[config.mk]
export PLATFORM = sky130hd
export DESIGN_NAME = exc_entry_ctrl
export DESIGN_NICKNAME = d
export VERILOG_FILES = /design/src/rtl/exc_entry_pkg.sv /design/src/rtl/exc_arbiter.sv /design/src/rtl/exc_repl_ctr.sv /design/src/rtl/exc_entry_ctrl.sv
export SDC_FILE = /design/constraint.sdc
export NUM_CORES = 1
export LEC_CHECK = 0
export BUFFER_PORTS_ARGS = -buffer_cell sky130_fd_sc_hd__buf_2
export CAP_MARGIN = 20
export CORE_AREA = 2 2 136 138
export DETAILED_ROUTE_END_ITERATION = 8
export DIE_AREA = 0 0 138 140
export GPL_ROUTABILITY_DRIVEN = 0
export PLACE_DENSITY = 0.6
export SLEW_MARGIN = 20
export SYNTH_ARGS = -nofsm -noshare
export SYNTH_HDL_FRONTEND = slang
export SYNTH_HIERARCHICAL = 1
export SYNTH_SLANG_ARGS = --single-unit
[constraint.sdc]
create_clock -name clk -period 15.44 [get_ports clk]
set_input_delay 1.544 -clock clk [delete_from_list [all_inputs] [get_ports clk]]
set_output_delay 1.544 -clock clk [all_outputs]
set_load 0.05 [all_outputs]
[src/rtl/exc_entry_pkg.sv]
package exc_entry_pkg;
  localparam int XLEN = 32;

  typedef enum logic [2:0] {
    EK_NONE,
    EK_POR,
    EK_DBG,
    EK_MAN,
    EK_MISS
  } entry_kind_e;

  localparam logic [11:0] EVT_POWERON = 12'h000;
  localparam logic [11:0] EVT_MANUAL  = 12'h020;
  localparam logic [11:0] EVT_MISS_RD = 12'h040;
  localparam logic [11:0] EVT_MISS_WR = 12'h060;

  localparam logic [XLEN-1:0] RESET_TARGET = 32'hA000_0000;
  localparam logic [XLEN-1:0] MISS_OFFSET  = 32'h0000_0400;

  localparam int SR_MD_BIT = 30;
  localparam int SR_RB_BIT = 29;
  localparam int SR_BL_BIT = 28;
  localparam int SR_IM_LSB = 4;
  localparam int SR_IM_W   = 4;

  localparam logic [XLEN-1:0] SR_PRIV_BITS =
    (XLEN'(1) << SR_MD_BIT) | (XLEN'(1) << SR_RB_BIT) | (XLEN'(1) << SR_BL_BIT);
  localparam logic [XLEN-1:0] SR_MASK_BITS =
    XLEN'((1 << SR_IM_W) - 1) << SR_IM_LSB;
  localparam logic [XLEN-1:0] SR_RESET_VAL = SR_PRIV_BITS | SR_MASK_BITS;
endpackage

[src/rtl/exc_arbiter.sv]
module exc_arbiter
  import exc_entry_pkg::*;
(
  input  logic        por_n,
  input  logic        mrst_n,
  input  logic        dbg_rst,
  input  logic        miss_req,
  output entry_kind_e kind
);
  always_comb begin
    if (!por_n)        kind = EK_POR;
    else if (dbg_rst)  kind = EK_DBG;
    else if (!mrst_n)  kind = EK_MAN;
    else if (miss_req) kind = EK_MISS;
    else               kind = EK_NONE;
  end
endmodule

[src/rtl/exc_repl_ctr.sv]
module exc_repl_ctr #(
  parameter int WAYS = 4,
  localparam int RC_W = (WAYS > 1) ? $clog2(WAYS) : 1
) (
  input  logic            clk,
  input  logic            clear,
  input  logic            advance,
  input  logic [WAYS-1:0] way_dis,
  output logic [RC_W-1:0] rc_q
);
  logic [RC_W-1:0] lowest_dis;
  logic [RC_W-1:0] rc_inc;
  logic            any_dis;

  always_comb begin
    lowest_dis = '0;
    for (int i = WAYS - 1; i >= 0; i--) begin
      if (way_dis[i]) lowest_dis = RC_W'(i);
    end
  end

  assign any_dis = |way_dis;
  assign rc_inc  = (rc_q == RC_W'(WAYS - 1)) ? '0 : rc_q + RC_W'(1);

  always_ff @(posedge clk) begin
    if (clear)        rc_q <= '0;
    else if (advance) rc_q <= any_dis ? lowest_dis : rc_inc;
  end

  logic [WAYS-1:0] dis_seen;
  logic [WAYS-1:0] below_mask;
  always_ff @(posedge clk) dis_seen <= way_dis;
  always_comb begin
    below_mask = '0;
    for (int i = 0; i < WAYS; i++) below_mask[i] = (RC_W'(i) < rc_q);
  end

  assert_wrap_count_R6: assert property (@(posedge clk) disable iff (clear)
    (advance && !any_dis) |=> (rc_q == (($past(rc_q) == RC_W'(WAYS - 1)) ? '0 : $past(rc_q) + RC_W'(1))));

  assert_pick_disabled_R7: assert property (@(posedge clk) disable iff (clear)
    (advance && any_dis) |=> (dis_seen[rc_q] && ((dis_seen & below_mask) == '0)));

  assert_clear_zero_R11: assert property (@(posedge clk)
    clear |=> (rc_q == '0));
endmodule

[src/rtl/exc_entry_ctrl.sv]
module exc_entry_ctrl
  import exc_entry_pkg::*;
#(
  parameter int WAYS    = 4,
  parameter int ASID_W  = 8,
  parameter int VPN_LSB = 10,
  localparam int RC_W   = (WAYS > 1) ? $clog2(WAYS) : 1
) (
  input  logic              clk,
  input  logic              por_n,
  input  logic              mrst_n,
  input  logic              dbg_rst,
  input  logic              miss_req,
  input  logic              miss_is_write,
  input  logic [XLEN-1:0]   miss_addr,
  input  logic [XLEN-1:0]   cur_pc,
  input  logic [XLEN-1:0]   cur_sr,
  input  logic [ASID_W-1:0] cur_asid,
  input  logic [WAYS-1:0]   way_dis,
  output logic              redirect,
  output logic [XLEN-1:0]   target_pc,
  output logic [11:0]       evt_code,
  output logic [XLEN-1:0]   vbr,
  output logic [XLEN-1:0]   sr,
  output logic [XLEN-1:0]   spc,
  output logic [XLEN-1:0]   ssr,
  output logic [XLEN-1:0]   fault_addr,
  output logic [XLEN-1:0]   pteh,
  output logic [RC_W-1:0]   repl_way,
  output logic [1:0]        status_pins
);
  localparam logic [XLEN-1:0] VPN_MASK = ~((XLEN'(1) << VPN_LSB) - XLEN'(1));

  entry_kind_e kind;
  logic        is_reset;
  logic        take_miss;
  logic        seen_por = 1'b0;
  logic [XLEN-1:0] pteh_next;

  exc_arbiter u_arb (
    .por_n    (por_n),
    .mrst_n   (mrst_n),
    .dbg_rst  (dbg_rst),
    .miss_req (miss_req),
    .kind     (kind)
  );

  assign is_reset  = (kind == EK_POR) || (kind == EK_DBG) || (kind == EK_MAN);
  assign take_miss = (kind == EK_MISS);
  assign pteh_next = (miss_addr & VPN_MASK) | XLEN'(cur_asid);

  exc_repl_ctr #(.WAYS(WAYS)) u_rc (
    .clk     (clk),
    .clear   (kind == EK_POR),
    .advance (take_miss),
    .way_dis (way_dis),
    .rc_q    (repl_way)
  );

  always_ff @(posedge clk) begin
    if (kind == EK_POR) seen_por <= 1'b1;
    redirect <= 1'b0;
    if (is_reset) begin
      redirect    <= 1'b1;
      target_pc   <= RESET_TARGET;
      evt_code    <= (kind == EK_MAN) ? EVT_MANUAL : EVT_POWERON;
      vbr         <= '0;
      sr          <= SR_RESET_VAL;
      status_pins <= (kind == EK_POR) ? 2'b11 : 2'b00;
    end else if (take_miss) begin
      redirect    <= 1'b1;
      target_pc   <= vbr + MISS_OFFSET;
      evt_code    <= miss_is_write ? EVT_MISS_WR : EVT_MISS_RD;
      spc         <= cur_pc;
      ssr         <= cur_sr;
      sr          <= cur_sr | SR_PRIV_BITS;
      fault_addr  <= miss_addr;
      pteh        <= pteh_next;
      status_pins <= 2'b00;
    end
  end

  assert_reset_entry_R2: assert property (@(posedge clk) disable iff (!seen_por)
    (!por_n || dbg_rst || !mrst_n) |=> (redirect && target_pc == RESET_TARGET && vbr == '0));

  assert_reset_prio_R1: assert property (@(posedge clk) disable iff (!seen_por)
    (por_n && !dbg_rst && !mrst_n) |=> (evt_code == EVT_MANUAL));

  assert_miss_target_R4: assert property (@(posedge clk) disable iff (!seen_por)
    (miss_req && por_n && mrst_n && !dbg_rst) |=>
      (redirect && target_pc == vbr + MISS_OFFSET && spc == $past(cur_pc)));

  assert_saved_hold_R10: assert property (@(posedge clk) disable iff (!seen_por)
    (!por_n || dbg_rst || !mrst_n) |=>
      (spc == $past(spc) && ssr == $past(ssr) && fault_addr == $past(fault_addr)));

  assert_status_por_R8: assert property (@(posedge clk) disable iff (!seen_por)
    (!por_n) |=> (status_pins == 2'b11));

  assert_idle_hold_R9: assert property (@(posedge clk) disable iff (!seen_por)
    (por_n && mrst_n && !dbg_rst && !miss_req) |=>
      (!redirect && $stable(sr) && $stable(evt_code) && $stable(target_pc)));
endmodule

==> run summary <==
The clock edge transition at the registers on the reported setup and hold paths is roughly 60 ps. The maximum vdd drop came out at 0.0686 mV. The maximum clock skew at final layout is between 2 and 2.5 ps. Cells fill 41.9% of the core in the end.

Sequential cells burn about 45% of the power. The number of I/O pins is 355. The die area came out at roughly 19000 µm².

Setup repair after global routing left no endpoint under its margin. The worst register-to-register path begins at u_rc/rc_q[0]. The number of detailed-route iterations in the first pass is 4. The flow ran to the end, and the final reports show no timing, DRC or antenna violations. The number of inserted diodes is 0. The part of the cycle the worst path needs is 24.1%.

The number of max-cap violations is 0. The remaining global-route overflow is 0. The critical path launch point type is an input port. The count of unresolved DRC violations after routing is 0. In the layout the commonest cells are buf_2 (278), edfxtp_1 (107), conb_1 (76). The number of violations reported at the end of detailed-routing iteration 0 is 132. The initial antenna violation count came out at 0. The filler cell count in the final layout is 1717. The starting density of the core is approximately a third. The fraction of power consumed by combinational cells came out at a little over a tenth. The total detailed-routing wirelength came out at between 15000 and 20000 µm. The number of buffers and inverters on the critical path is 3. The core region area is ~18000 µm².

The minimum setup slack among reg-to-reg paths came out at ~14000 ps. The post-layout net count came out at between 700 and 800. The signal on the critical path passes through buf_2 -> inv_1 -> and4_2 -> nor3b_2 -> buf_4. The average vias per placed instance is between 4 and 5.

The number of max-slew violations in the final report came out at 0. The post-layout total power came out at 0.000928 W. Dividing total power by cell area gives a power density of roughly 120 nW/µm². In the post-route analysis, the smallest setup slack over all paths is between 10000 and 15000 ps. The endpoint of the worst setup timing path is spc[10].

The library cell used most frequently in the layout, excluding fill and tap cells, is buf_2. The data arrival time of the critical path is between 3000 and 4000 ps. Sequential cells were found to cover just under 70% of the synthesized design area. In this run the worst hold path is classified as reg2reg. The worst-case headroom to the max-slew limit is between 30% and 40%. Among all stages on the critical path, the largest delay is contributed by and4_2. The total net switching power came out at between 0.0002 and 0.0003 W.

The share of total power dissipated in the clock network is 44.5%. The worst-skew pair later-pin latency is a little over 400 ps. The fraction of synthesis flops using an asynchronous set or reset pin came out at 0%. The first global-routing pass estimated 22200 µm of wire. The via count of the first global-routing pass came to between 3000 and 4000. The upper clock frequency limit came out at approximately 0.27 GHz. The total of flip-flops plus latches after synthesis is ~140.

The detail route stage leaves a number of antenna-violating nets equal to 0. The internal portion of total power came out at a little under 0.0007 W. The final routed wire length divided by cell count came out at about 17 µm. The summed instance area of the synthesized netlist came out at between 5000 and 6000 µm².

The sequential cell area is about 4000 µm². The hold buffer count at CTS is 0. The buffers inserted during post-CTS setup optimization came out at 0. For this run, the leading register cell type out of synthesis is edfxtp_1. The delay of the slowest critical-path stage came out at ~950 ps.

The cell depth of the worst hold path is 2. The vias after detailed routing came out at 3894. STA puts the critical path data required time at 15480 ps. The clock net sink count is about 140. The area taken by multi-input logic gates came out at between 1000 and 1500 µm². The number of I/O port buffers came out at ~280. The floorplan has 49 rows. The largest fanout of any net on the critical path is 64. TritonCTS built the clock tree.

The longest clock path from root to sink contains 2 buffers. The count of final hold-check violations came out at 0. The post-detailed-placement half-perimeter wirelength is 11300 µm.

The setup slack at placement is about 11000 ps. The path length in cells of the critical path is 5. The final count of negative-setup-slack endpoints came out at 0. The reported leakage power came out at 3.24 nW.

The mean instance size in the synthesized netlist is ~15 µm². Summed over all failing endpoints, the final setup total negative slack is 0 ps. The die boundary height is around 140 µm.

Entering global routing, the biggest net connects 65 pins. The H-tree was split into 4 levels. The launch point of the critical path is dbg_rst. Yosys printed 6 warnings.

The synthesized netlist contains 32 unique library cells. At the pin with the least slew margin, the transition time is around 1000 ps. The number of enable-type register cells in the synthesized netlist is 107. Hold is met by 467 ps. The global routing usage summed across all routing layers came out at between 15 and 20%. The area growth from synthesis to layout came out at 30.7%. The post-route netlist has 49.2% of its cells at a drive strength greater than 1. The worst setup path is captured at a flop. In this run the clock root is driven by a clkbuf_16.

Net switching is between 20% and 30% of the power. The family with the most delay on the worst path is simple AND/OR/NAND/NOR gates. The die span in x is roughly 140 µm. The post-synthesis cell count is around 380.

Buffers inserted during clock tree synthesis total 17. The capturing point of the worst reg2reg path is u_rc/rc_q[1]. The number of cells on the worst reg-to-reg path is 3. The post-route minimum period is roughly 3700 ps. The number of gates resized after CTS came out at 0. The kind of critical path is in2reg.
[worst min-delay path: stages (launching register included)]
cell and delay, ps:
dfxtp_1 320, inv_1 50, a21oi_1 50
[cell usage after synthesis (2+ instances only)]
library cell	instances	share of area [%]
xor2_1	2	0.31
buf_2	6	0.53
nor4b_1	25	3.8
a221o_1	25	4.4
and2_1	25	2.7
a221oi_1	4	0.61
buf_4	100	13
conb_1	2	0.13
a21oi_1	3	0.26
clkbuf_1	11	0.72
edfxtp_1	107	56
dfxtp_1	34	12
inv_1	7	0.46
nor4_1	4	0.44
nor2b_1	8	0.88
buf_6	5	0.99
[logic make-up (layout without fill, tap and decap cells)]
| group | count (synthesis) | after routing | share of synthesized area, % |
|---|---|---|---|
| AO/OA/AOI/OAI | 39 | 39 | 6.21 |
| XOR/XNOR | 2 | 2 | 0.307 |
| adder cells (fa/ha/maj) | 1 | 1 | 0.220 |
| buffers and inverters | 129 | 322 | 15.9 |
| flip-flops | 141 | 141 | 68.3 |
| other | 2 | 76 | 0.132 |
| AND/OR/NAND/NOR | 70 | 70 | 8.92 |
[area by class of cell]
class / count / share of cell area, %
repair buffers: 283 / 19.2
well taps: 229 / 3.85
clock inverters: 15 / 2.35
inverters: 7 / 0.353
clock buffers: 17 / 5.71
multi-input cells: 188 / 16.3
flip-flops and latches: 141 / 52.3
[layer usage]
metal | track usage [%] | vias up | wire, µm
met1 | 16.6 | 1885 | 5650
li1 | - | 1754 | -
met5 | 0 | - | 0
met3 | 5.26 | 14 | 1330
met2 | 26.9 | 241 | 7970
met4 | 6.07 | 0 | 223
[through the flow]
stage,area [µm²],instances
finish,7450,880
global route,7450,880
CTS,7450,880
detailed placement,6850,848
global placement,6850,848
floorplan,5980,458
[how the worst min path moves through the flow]
stage,endpoint,slack (ps),startpoint
CTS,target_pc[29],470,target_pc[29]
global placement,target_pc[10],440,target_pc[10]
finish,target_pc[29],470,target_pc[29]
detailed placement,target_pc[29],450,target_pc[29]
global route,target_pc[29],480,target_pc[29]
floorplan,target_pc[29],680,target_pc[29]
[state kept, by name, indices dropped and copies added, names as in the netlist]
| signal | flops |
|---|---|
| evt_code | 2 |
| fault_addr | 32 |
| pteh | 8 |
| redirect | 1 |
| spc | 32 |
| sr | 29 |
| ssr | 32 |
| status_pins | 1 |
| target_pc | 2 |
| u_rc/rc_q | 2 |
[power by group through the flow]
stage               registers (W)  clock network, W   logic, W
finish                   0.000416          0.000413   0.000100
floorplan                0.000443                 0  0.0000719
global route             0.000416          0.000443   0.000104
global placement         0.000424                 0  0.0000989
detailed placement       0.000424                 0   0.000100
CTS                      0.000416          0.000424   0.000100
Power figures use the tool's default switching activity.
